### src/rtl/stc_pkg.sv
// Shared bit positions of the status word.
// Assumes the pending and mask fields sit above bit 6 (set by parameters in the top).
package stc_pkg;
    localparam int ST_EI  = 0;  // global interrupt enable
    localparam int ST_PEI = 1;  // enable before the last trap
    localparam int ST_S   = 2;  // supervisor mode
    localparam int ST_PS  = 3;  // mode before the last trap
    localparam int ST_S64 = 4;  // 64-bit supervisor mode
    localparam int ST_U64 = 5;  // 64-bit user mode
    localparam int ST_VM  = 6;  // address translation enable
endpackage

### src/rtl/stc_irq_select.sv
// Interrupt selector: combines pending and mask bits, applies the global enable,
// picks the lowest-numbered takeable line and forms its cause value.
// Assumes XLEN >= 32 so that the 32-bit marker position exists.
module stc_irq_select #(
    parameter int XLEN = 64,
    parameter int NIRQ = 8
) (
    input  logic [NIRQ-1:0] pend,
    input  logic [NIRQ-1:0] mask,
    input  logic            glob_en,
    input  logic            wide_mode,
    output logic            take,
    output logic [XLEN-1:0] irq_cause
);
    localparam int IW = (NIRQ > 1) ? $clog2(NIRQ) : 1;

    logic [NIRQ-1:0] ready;
    logic [IW-1:0]   win_idx;

    // Purpose: find the lowest-numbered line that is both pending and unmasked.
    always_comb begin
        ready   = pend & mask;
        win_idx = '0;
        for (int i = NIRQ - 1; i >= 0; i--) begin
            if (ready[i]) win_idx = IW'(i);
        end
    end

    // Purpose: gate by global enable and place the marker bit by current width.
    always_comb begin
        take      = glob_en && (ready != '0);
        irq_cause = XLEN'(win_idx);
        if (wide_mode) irq_cause[XLEN-1] = 1'b1;
        else           irq_cause[31]     = 1'b1;
    end
endmodule

### src/rtl/stc_status_reg.sv
// Status word register: applies trap entry or a software write, then overlays
// the pending field with the current interrupt lines.
// Assumes trap entry and software write are never applied together (trap wins).
module stc_status_reg
    import stc_pkg::*;
#(
    parameter int XLEN    = 64,
    parameter int NIRQ    = 8,
    parameter int PEND_SH = 24
) (
    input  logic            clk,
    input  logic            rst_n,
    input  logic            enter_trap,
    input  logic            wr_en,
    input  logic [XLEN-1:0] wr_data,
    input  logic [NIRQ-1:0] irq_lines,
    output logic [XLEN-1:0] status
);
    localparam logic [XLEN-1:0] PEND_FIELD =
        XLEN'({NIRQ{1'b1}}) << PEND_SH;
    localparam logic [XLEN-1:0] BOOT_STATUS =
        (XLEN'(1) << ST_S) | (XLEN'(1) << ST_S64) | (XLEN'(1) << ST_U64);

    logic [XLEN-1:0] nxt;

    // Purpose: compute the next status word by priority, then overlay pending bits.
    always_comb begin
        nxt = status;
        if (enter_trap) begin
            nxt[ST_S]   = 1'b1;
            nxt[ST_EI]  = 1'b0;
            nxt[ST_PS]  = status[ST_S];
            nxt[ST_PEI] = status[ST_EI];
        end else if (wr_en) begin
            nxt = wr_data;
        end
        nxt = (nxt & ~PEND_FIELD) | ((XLEN'(irq_lines) << PEND_SH) & PEND_FIELD);
    end

    // Purpose: hold the status word; reset into the boot privilege state.
    always_ff @(posedge clk) begin
        if (!rst_n) status <= BOOT_STATUS;
        else        status <= nxt;
    end
endmodule

### src/rtl/stc_trap_regs.sv
// Trap bookkeeping registers: exception vector, saved PC, cause, and the
// one-cycle redirect and reservation-drop pulses.
// Assumes 'enter' is already the resolved trap-or-interrupt decision.
module stc_trap_regs #(
    parameter int              XLEN    = 64,
    parameter logic [XLEN-1:0] BOOT_PC = 64'h2000
) (
    input  logic            clk,
    input  logic            rst_n,
    input  logic            enter,
    input  logic [XLEN-1:0] enter_cause,
    input  logic [XLEN-1:0] enter_pc,
    input  logic            evec_we,
    input  logic [XLEN-1:0] evec_wdata,
    output logic            redirect_valid,
    output logic [XLEN-1:0] redirect_pc,
    output logic [XLEN-1:0] epc,
    output logic [XLEN-1:0] cause,
    output logic            resv_drop
);
    logic [XLEN-1:0] evec;

    // Purpose: store the exception vector with word alignment enforced.
    always_ff @(posedge clk) begin
        if (!rst_n)       evec <= '0;
        else if (evec_we) evec <= {evec_wdata[XLEN-1:2], 2'b00};
    end

    // Purpose: latch cause and PC on trap entry and pulse the redirect.
    always_ff @(posedge clk) begin
        if (!rst_n) begin
            redirect_valid <= 1'b0;
            resv_drop      <= 1'b0;
            redirect_pc    <= BOOT_PC;
            epc            <= '0;
            cause          <= '0;
        end else begin
            redirect_valid <= enter;
            resv_drop      <= enter;
            if (enter) begin
                redirect_pc <= evec;
                epc         <= enter_pc;
                cause       <= enter_cause;
            end
        end
    end
endmodule

### src/rtl/stc_trap_ctrl.sv
// Top of the supervisor trap and interrupt controller.
// Resolves synchronous traps against interrupts (trap first) and wires the
// status register, the interrupt selector and the trap registers together.
// Assumes XLEN >= 32 and pending/mask fields that fit inside XLEN.
module stc_trap_ctrl
    import stc_pkg::*;
#(
    parameter int              XLEN    = 64,
    parameter int              NIRQ    = 8,
    parameter int              PEND_SH = 24,
    parameter int              MASK_SH = 16,
    parameter logic [XLEN-1:0] BOOT_PC = 64'h2000
) (
    input  logic            clk,
    input  logic            rst_n,
    input  logic            trap_req,
    input  logic [XLEN-1:0] trap_cause,
    input  logic [XLEN-1:0] trap_pc,
    input  logic [NIRQ-1:0] irq_lines,
    input  logic            stat_we,
    input  logic [XLEN-1:0] stat_wdata,
    input  logic            evec_we,
    input  logic [XLEN-1:0] evec_wdata,
    output logic [XLEN-1:0] status,
    output logic            redirect_valid,
    output logic [XLEN-1:0] redirect_pc,
    output logic [XLEN-1:0] epc,
    output logic [XLEN-1:0] cause,
    output logic            resv_drop
);
    logic            irq_take;
    logic [XLEN-1:0] irq_cause;
    logic            enter;
    logic [XLEN-1:0] enter_cause;

    stc_irq_select #(.XLEN(XLEN), .NIRQ(NIRQ)) u_sel (
        .pend      (status[PEND_SH +: NIRQ]),
        .mask      (status[MASK_SH +: NIRQ]),
        .glob_en   (status[ST_EI]),
        .wide_mode (status[ST_S64]),
        .take      (irq_take),
        .irq_cause (irq_cause)
    );

    // Purpose: synchronous trap outranks any interrupt in the same cycle.
    always_comb begin
        enter       = trap_req || irq_take;
        enter_cause = trap_req ? trap_cause : irq_cause;
    end

    stc_status_reg #(.XLEN(XLEN), .NIRQ(NIRQ), .PEND_SH(PEND_SH)) u_stat (
        .clk        (clk),
        .rst_n      (rst_n),
        .enter_trap (enter),
        .wr_en      (stat_we),
        .wr_data    (stat_wdata),
        .irq_lines  (irq_lines),
        .status     (status)
    );

    stc_trap_regs #(.XLEN(XLEN), .BOOT_PC(BOOT_PC)) u_regs (
        .clk            (clk),
        .rst_n          (rst_n),
        .enter          (enter),
        .enter_cause    (enter_cause),
        .enter_pc       (trap_pc),
        .evec_we        (evec_we),
        .evec_wdata     (evec_wdata),
        .redirect_valid (redirect_valid),
        .redirect_pc    (redirect_pc),
        .epc            (epc),
        .cause          (cause),
        .resv_drop      (resv_drop)
    );
endmodule

### config.mk
export PLATFORM = sky130hd
export DESIGN_NAME = stc_trap_ctrl
export DESIGN_NICKNAME = d
export VERILOG_FILES = /design/src/rtl/stc_pkg.sv /design/src/rtl/stc_irq_select.sv /design/src/rtl/stc_status_reg.sv /design/src/rtl/stc_trap_regs.sv /design/src/rtl/stc_trap_ctrl.sv
export SDC_FILE = /design/constraint.sdc
export NUM_CORES = 1
export LEC_CHECK = 0
export CAP_MARGIN = 15
export CORE_AREA = 2 2 205 207
export CTS_BUF_LIST = sky130_fd_sc_hd__clkbuf_8 sky130_fd_sc_hd__clkbuf_16
export CTS_CLUSTER_DIAMETER = 40
export DETAILED_ROUTE_END_ITERATION = 10
export DIE_AREA = 0 0 207 209
export GPL_TIMING_DRIVEN = 0
export PLACE_DENSITY = 0.68
export REMOVE_ABC_BUFFERS = 1
export SETUP_SLACK_MARGIN = 0.1
export SYNTH_ARGS = -nofsm -noshare
export SYNTH_HDL_FRONTEND = slang
export SYNTH_SLANG_ARGS = --single-unit
### constraint.sdc
create_clock -name clk -period 4.9 [get_ports clk]
set_input_delay 0.98 -clock clk [delete_from_list [all_inputs] [get_ports clk]]
set_output_delay 0.98 -clock clk [all_outputs]
set_load 0.03 [all_outputs]
Word level (Yosys, flattened, before mapping)
Index checks and enable logic that the tools add are counted.
Word-level totals
  register bits: 317
  input bits: 269
  output and inout port bits: 258
  word-level logic and storage cells: 25
Cells by class
  multiplexer cells: 14
  bitwise gates (word level): 2
  reductions and logical operators: 3
Operators with widths (number)
  2-to-1 mux 64 bit: 2
  OR 64 x 32 -> 64 bit: 1
  2-to-1 mux 60 bit: 1
  2-to-1 mux 3 bit: 8
  bitwise AND 8 bit: 1
  nonzero test 8 bit: 1
  2-to-1 mux 4 bit: 1
  2-to-1 mux 1 bit: 2
  logical AND 1 bit: 1
  logical OR 1 bit: 1

Depth between registers and ports, before layout
Gate-level depths: netlist of run 1.
  word-level depth: 10
  gate-level depth with buffers: 9
  gate-level depth less buffers: 5

By module
A second synthesis of run 1 with hierarchy kept.
Second synthesis, totals
  cells, all modules: 1232
  area total of the unflattened synthesis: 13570.5 µm²
Modules (own cells, without submodules)
  stc_trap_regs: instances 1, cells each 818, area an instance 9683.0 µm², seq. area each 5064.9 µm²
  stc_status_reg: instances 1, cells each 261, area an instance 2328.5 µm², seq. area each 1281.2 µm²
  stc_trap_ctrl: instances 1, cells each 72, area an instance 983.4 µm², seq. area each 0.0 µm²
  stc_irq_select: instances 1, cells each 81, area an instance 575.6 µm², seq. area each 0.0 µm²

Worst setup path before layout of run 1
Ideal clock, no wire load.
  path type: input port to flip-flop
  start: input port trap_req
  end: register u_regs.epc[10]
  setup time: 0.128 ns
  arrival time: 2.367 ns
  data required time: 4.772 ns
  path slack: 2.406 ns
  cell stages on the path: 9
  path buffers: 4
  path through: a221o_1 -> nor4b_4 -> nor2_2 -> buf_6 -> buf_6 -> buf_6 -> buf_6 -> nand3_1 -> o21ai_1
On the way
  word-level cells in the longest chain between the ends: 1
Ends and longest elaborated chain
  from (decl): line stc_trap_ctrl.sv:16  | input logic trap_req,
  logical OR 1 bit: line stc_trap_ctrl.sv:47  | enter = trap_req || irq_take;
  to (signal assigned): line stc_trap_regs.sv:42  | epc <= enter_pc;
  to (decl): line stc_trap_regs.sv:17  | output logic [XLEN-1:0] epc,
Every way passes these cells.
A chain may end at the register's enable or synchronous reset.

Worst setup path after layout of run 1
  start: input port trap_req
  end: register u_regs.cause[41]
On the way
  word-level cells in the longest chain between the ends: 1
  elaborated cells on any way between the ends: 2
  those cells by class: mux: 1; reduce/logical: 1
Ends and longest elaborated chain
  2-to-1 mux 64 bit or logical OR 1 bit (tied branches): line stc_trap_ctrl.sv:48, stc_trap_ctrl.sv:47
  to (signal assigned): line stc_trap_regs.sv:43  | cause <= enter_cause;
  to (decl): line stc_trap_regs.sv:18  | output logic [XLEN-1:0] cause,
Parallel ways exist; a longest one is shown, timed or not.

==> results_dict.tcl, run 1 <==
set metrics [dict create \
    status "finished clean" \
    switchingPower_w 0.00211 \
    post_cts_resized 0 \
    crit_family "simple AND/OR/NAND/NOR gates" \
    wire_per_inst_um 16.1 \
    power_w 0.00782 \
    ys_ff_latch 317 \
    grt-ovfl-total 0 \
    power_density_nw_per_um2 421 \
    worstReg2RegEnd "u_regs.cause[41]" \
    ios 527 \
    synthMuxAreaShare 0.0631 \
    period_share 0.744 \
    cp_slowest_cell "nor2_4" \
    post_synth_instance_area_um2 11100 \
    max-vdd-ir-drop_v 0.000283 \
    seq_power_share 0.363 \
    fp.coreArea_um2 41300 \
    root_buffer "clkbuf_16" \
    whs_ns 0.443 \
    worstHoldPathCells 2 \
    final-max-slew-violation-count 0 \
    post_cts_buffers 0 \
    die_area_um2 43300 \
    worst_path_most_repeated_cell "nor2_4" \
    synth_top_area_frac 0.572 \
    avgSynthCellArea_um2 9.21 \
    antenna_found_initial 3 \
    yosys_warnings 0 \
    synth_top_area_cell "dfxtp_1" \
    drc 0 \
    die_w_um 207 \
    dp_hpwl_mm 25.4 \
    synth_top_family_by_area "simple AND/OR/NAND/NOR gates" \
    max-cap-violations 0 \
    drt_iter0_drc 550 \
    fin_cells 2255 \
    dpl_worst_slack_ns 0.666 \
    synthSimpleGateAreaFrac 0.176 \
    antenna_left 0 \
    skew_ns 0.0151 \
    drive_above_1_share 0.0660 \
    port_buffers 514 \
    slew_headroom 0.382 \
    yosys.cell_types.count 29 \
    critPathLaunchType "primary input" \
    start_util 0.269 \
    combPwrFrac 0.151 \
    path_cells "clkdlybuf4s50_1 -> a221o_1 -> nor4b_4 -> nor2_4 -> buf_12 -> nor2_4 -> buf_16 -> a22o_1" \
    synth.top_cells.by_area "dfxtp_1, nand3_1, nand2_1, mux2i_1, o21ai_0" \
    required_ns 5.41 \
    via_per_inst 4.58 \
    cts_tree "done" \
    drt-total-wl_mm 36.2 \
    clk_path_buf_depth 3 \
    finalSetupViolations 0 \
    synth_fa_ha_area_frac 0 \
    path_class "primary input to register" \
    cp.arrival_ns 4.16 \
    placement_rows 75 \
    clk_latency_ns 0.58 \
    whs_endpoint "u_regs.epc[20]" \
    fin_crit_ns 3.64 \
    end_kind "register" \
    path_clk_slew_ns 0.05 \
    clock.fmax_ghz 0.274 \
    htreeDepth 2 \
    placed_cells 2158 \
    grt_max_degree 161 \
    setup_ws_ns 1.26 \
    place_congestion 0.759 \
    holdCritStartpoint "u_regs.epc[20]" \
    dr.pass1.iters 4 \
    synthCells 1205 \
    r2r_slack_ns 1.99 \
    tightest_slew_ns 0.924 \
    grt_pass1_vias 10200 \
    internal-power_w 0.00571 \
    clkPwrFrac 0.487 \
    synth_xor_area_frac 0 \
    synth-compound-area-share 0.140 \
    grt_pass1_wl_mm 56.3 \
    netSwitchingFraction 0.270 \
    synth-edff-count 0 \
    final_core_util 0.450 \
    nets 1943 \
    synth-main-ff-cell "dfxtp_1" \
    rsz0062_at_grt "no" \
    syn_to_final_growth_pct 67.4 \
    ys_seq_area_frac 0.572 \
    hp-class "register to register" \
    cts.sinks 317 \
    grt_usage 0.161 \
    cp_num_buf_inv 3 \
    numCtsBuffers 53 \
    hold_viol_final 0 \
    cpPeakStageDelay_ns 0.71 \
    synthArstFlopShare 0 \
    hold_buffers 0 \
    p_leak_nw 7.05 \
    num_vias 10300 \
    r2r_cells 7 \
    cp_max_fo 39 \
    die_y_um 209 \
]
tightest hold or removal path, stage by stage (launching register included):
cell and delay [ns]:
dfxtp_1 0.30, nand2_1 0.05, o21ai_1 0.05
area by class of cell:
cell class	instances	area (um^2)
Tap cell	539	674
Clock inverter	39	499
Inverter	1	6.26
Multi-Input combinational cell	773	4230
Timing Repair Buffer	528	5470
Clock buffer	55	1350
Antenna cell	3	7.51
Fill cell	3858	22700
Sequential cell	317	6350
per-layer routing:
layer / routed length [um] / GRT usage
met1: 14600 / 0.183
met5: 0 / 0
met3: 3430 / 0.0696
met4: 1040 / 0.0643
met2: 17200 / 0.264
placed cells by master (no fill, tap or decap), types with 7 or more instances in the layout:
master           netlist  final
clkbuf_16              0     53
nand2_1              187    187
buf_12                 0      9
inv_6                  0      7
clkdlybuf4s50_1        0    512
o21ai_0              119    118
and2_1                 9      8
nor2_1                67     67
nand3_1              176    176
mux2i_1               70     70
a22o_1                61     61
bufinv_16              0      7
dfxtp_1              317    317
o21ai_1               60     60
synth_stat cells, types with 2 or more instances:
master    number
o21ai_1       60
and2_1         9
a221oi_1       2
buf_2          3
nand3_1      176
o21ai_0      119
a21oi_1        3
mux2i_1       70
buf_1         24
dfxtp_1      317
nor3_1         2
a211oi_1       4
clkbuf_1      68
buf_4         11
buf_6          9
nand2_1      187
nor2_1        67
nor2_2         2
a22o_1        61
nand4_1        2
how the worst max path moves through the flow:
stage / end / cells after the start / start / slack (ns)
CTS: u_regs.cause[41] / 8 / trap_req / 1.28
global route: u_regs.cause[43] / 8 / trap_req / 1.07
floorplan: u_regs.cause[10] / 5 / trap_req / -3.49
detailed placement: u_regs.cause[41] / 8 / trap_req / 0.67
finish: u_regs.cause[41] / 8 / trap_req / 1.26
global placement: u_regs.cause[30] / 4 / rst_n / -13.88
cell families after synthesis:
family | Yosys count
flops | 317
simple gates | 446
mux | 70
buf+inv | 116
other cells | 1
compound gates | 255
stage by stage:
stage | instance area (um^2) | setup TNS (ns)
after floorplan | 10600 | -507.61
after global placement | 16400 | -2702.29
after detailed placement | 16700 | 0
after CTS | 18600 | 0
after global routing | 18600 | 0
final | 18600 | 0
power by group through the flow:
stage / clock [W] / sequential, W / combinational [W]
finish: 0.00380 / 0.00284 / 0.00118
global route: 0.00402 / 0.00286 / 0.00125
CTS: 0.00390 / 0.00284 / 0.00119
detailed placement: 0 / 0.00289 / 0.00118
global placement: 0 / 0.00288 / 0.00117
floorplan: 0 / 0.00314 / 0.000251
(Power assumes the default switching activity.)
==> run 2: changes to the inputs <==
--- a/config.mk
+++ b/config.mk
@@ -6,13 +6,13 @@
 export NUM_CORES = 1
 export LEC_CHECK = 0
 export CAP_MARGIN = 15
-export CORE_AREA = 2 2 205 207
+export CORE_AREA = 2 2 204 206
 export CTS_BUF_LIST = sky130_fd_sc_hd__clkbuf_8 sky130_fd_sc_hd__clkbuf_16
 export CTS_CLUSTER_DIAMETER = 40
 export DETAILED_ROUTE_END_ITERATION = 10
-export DIE_AREA = 0 0 207 209
+export DIE_AREA = 0 0 206 208
 export GPL_TIMING_DRIVEN = 0
-export PLACE_DENSITY = 0.68
+export PLACE_DENSITY = 0.71
 export REMOVE_ABC_BUFFERS = 1
 export SETUP_SLACK_MARGIN = 0.1
 export SYNTH_ARGS = -nofsm -noshare
==> constraint.sdc (replaced) <==
create_clock -name clk -period 3.34 [get_ports clk]
set_input_delay 0.668 -clock clk [delete_from_list [all_inputs] [get_ports clk]]
set_output_delay 0.668 -clock clk [all_outputs]
set_load 0.03 [all_outputs]
==> run 2 against run 1 <==
Net effect: final cell count decreased by 0.53%; routed wire length grew 2.5%; register-to-register slack lost 1.3 ns; sequential share of layout area rose by 0.46 points; worst setup slack got worse by 1.0 ns; sequential cell count stayed put; critical path depth stayed put; die area fell by 0.96%; power grew 39%; non-clock buffer count stayed put; clock-buffer cell count rose by 3; largest cell class unchanged.
==> results_dict.tcl, run 2 (same netlist as run 1, synthesis figures left out) <==
set metrics [dict create \
    status "finished clean" \
    start_util 0.274 \
    clk_latency_ns 0.56 \
    crit_family "simple AND/OR/NAND/NOR gates" \
    numCtsBuffers 48 \
    fin_tns_setup_ns 0 \
    antenna_found_initial 5 \
    antenna_left 0 \
    htreeDepth 2 \
    slew_headroom 0.512 \
    tightest_slew_ns 0.733 \
    grt_usage 0.165 \
    power_w 0.0108 \
    cp_max_fo 42 \
    clock.fmax_ghz 0.320 \
    rsz0062_at_grt "no" \
    cts.sinks 317 \
    drt_iter0_drc 543 \
    path_clk_slew_ns 0.06 \
    die_w_um 206 \
    fin_cells 2243 \
    cp_slowest_cell "clkdlybuf4s50_1" \
    period_share 0.936 \
    hold_buffers 0 \
    die_y_um 208 \
    cpPeakStageDelay_ns 0.64 \
    die_area_um2 42800 \
    drt-total-wl_mm 37.1 \
    num_vias 10300 \
    worstSetupStartpoint "trap_req" \
    fin_crit_ns 3.13 \
    post_cts_resized 0 \
    max-vdd-ir-drop_v 0.000406 \
    whs_ns 0.427 \
    final_common_cell "clkdlybuf4s50_1" \
    place_congestion 0.768 \
    cts_tree "done" \
    path_class "primary input to register" \
    fp.coreArea_um2 40600 \
    grt_pass1_wl_mm 55.8 \
    layout_common_cells "clkdlybuf4s50_1, dfxtp_1, nand2_1" \
    wire_per_inst_um 16.6 \
    root_buffer "clkbuf_16" \
    syn_to_final_growth_pct 65.2 \
    holdCritStartpoint "rst_n" \
    placed_cells 2151 \
    end_kind "register" \
    critPathLaunchType "primary input" \
    finalSetupViolations 0 \
    drive_above_1_share 0.0615 \
    port_buffers 514 \
    grt-ovfl-total 0 \
    hp-class "primary input to register" \
    hold_viol_final 0 \
    grt_pass1_vias 10100 \
    skew_ns 0.0216 \
    ios 527 \
    drc 0 \
    dr.pass1.iters 5 \
    clk_path_buf_depth 3 \
    nets 1939 \
    required_ns 3.82 \
    via_per_inst 4.61 \
    max-cap-violations 0 \
    p_leak_nw 6.96 \
    power_density_nw_per_um2 591 \
    dp_hpwl_mm 26.0 \
    path_cells "clkdlybuf4s50_1 -> a221o_1 -> nor4b_4 -> nor2_4 -> buf_12 -> nor2_4 -> buf_12 -> a22o_1" \
    final-max-slew-violation-count 0 \
    cp.arrival_ns 3.61 \
    post_cts_buffers 0 \
    grt_max_degree 168 \
    cp_num_buf_inv 3 \
    placement_rows 74 \
]
## run 2: final cells by class
type / count / area, um^2
Fill cell: 3793 / 22200
Sequential cell: 317 / 6350
Timing Repair Buffer: 528 / 5460
Multi-Input combinational cell: 774 / 4240
Clock buffer: 58 / 1350
Tap cell: 532 / 666
Clock inverter: 28 / 262
Antenna cell: 5 / 12.5
Inverter: 1 / 6.26
## run 2: final timing paths
check / end / slack [ns] / depth (start not counted)
max: u_regs.cause[59] / 0.21 / 8
min: u_regs.redirect_pc[13] / 0.43 / 2
max reg2reg: u_regs.cause[59] / 0.68 / 7
min reg2reg: u_regs.epc[9] / 0.44 / 2
## run 2: metal layers
metal	wire length (um)	up-vias	track usage
met5	0	-	0
met2	18200	412	0.284
li1	-	5090	-
met3	3830	76	0.0674
met1	13800	4768	0.173
met4	1280	0	0.0820
## run 2: report_power, final
group	switching (W)	leakage (nW)	total, W	internal, W
combinational	0.000933	3.54	0.00173	0.000800
clock	0.00182	0.812	0.00494	0.00312
sequential	0.000132	2.60	0.00416	0.00403
## run 2: stage by stage
step | setup WS (ns) | utilization | cell area, um^2
4_1_cts | 0.244 | 0.452 | 18300
5_1_grt | 0.106 | 0.452 | 18300
3_3_place_gp | -15.03 | 0.404 | 16400
3_5_place_dp | -0.509 | 0.412 | 16700
6_report | 0.213 | 0.452 | 18300
2_1_floorplan | -4.74 | - | 10600
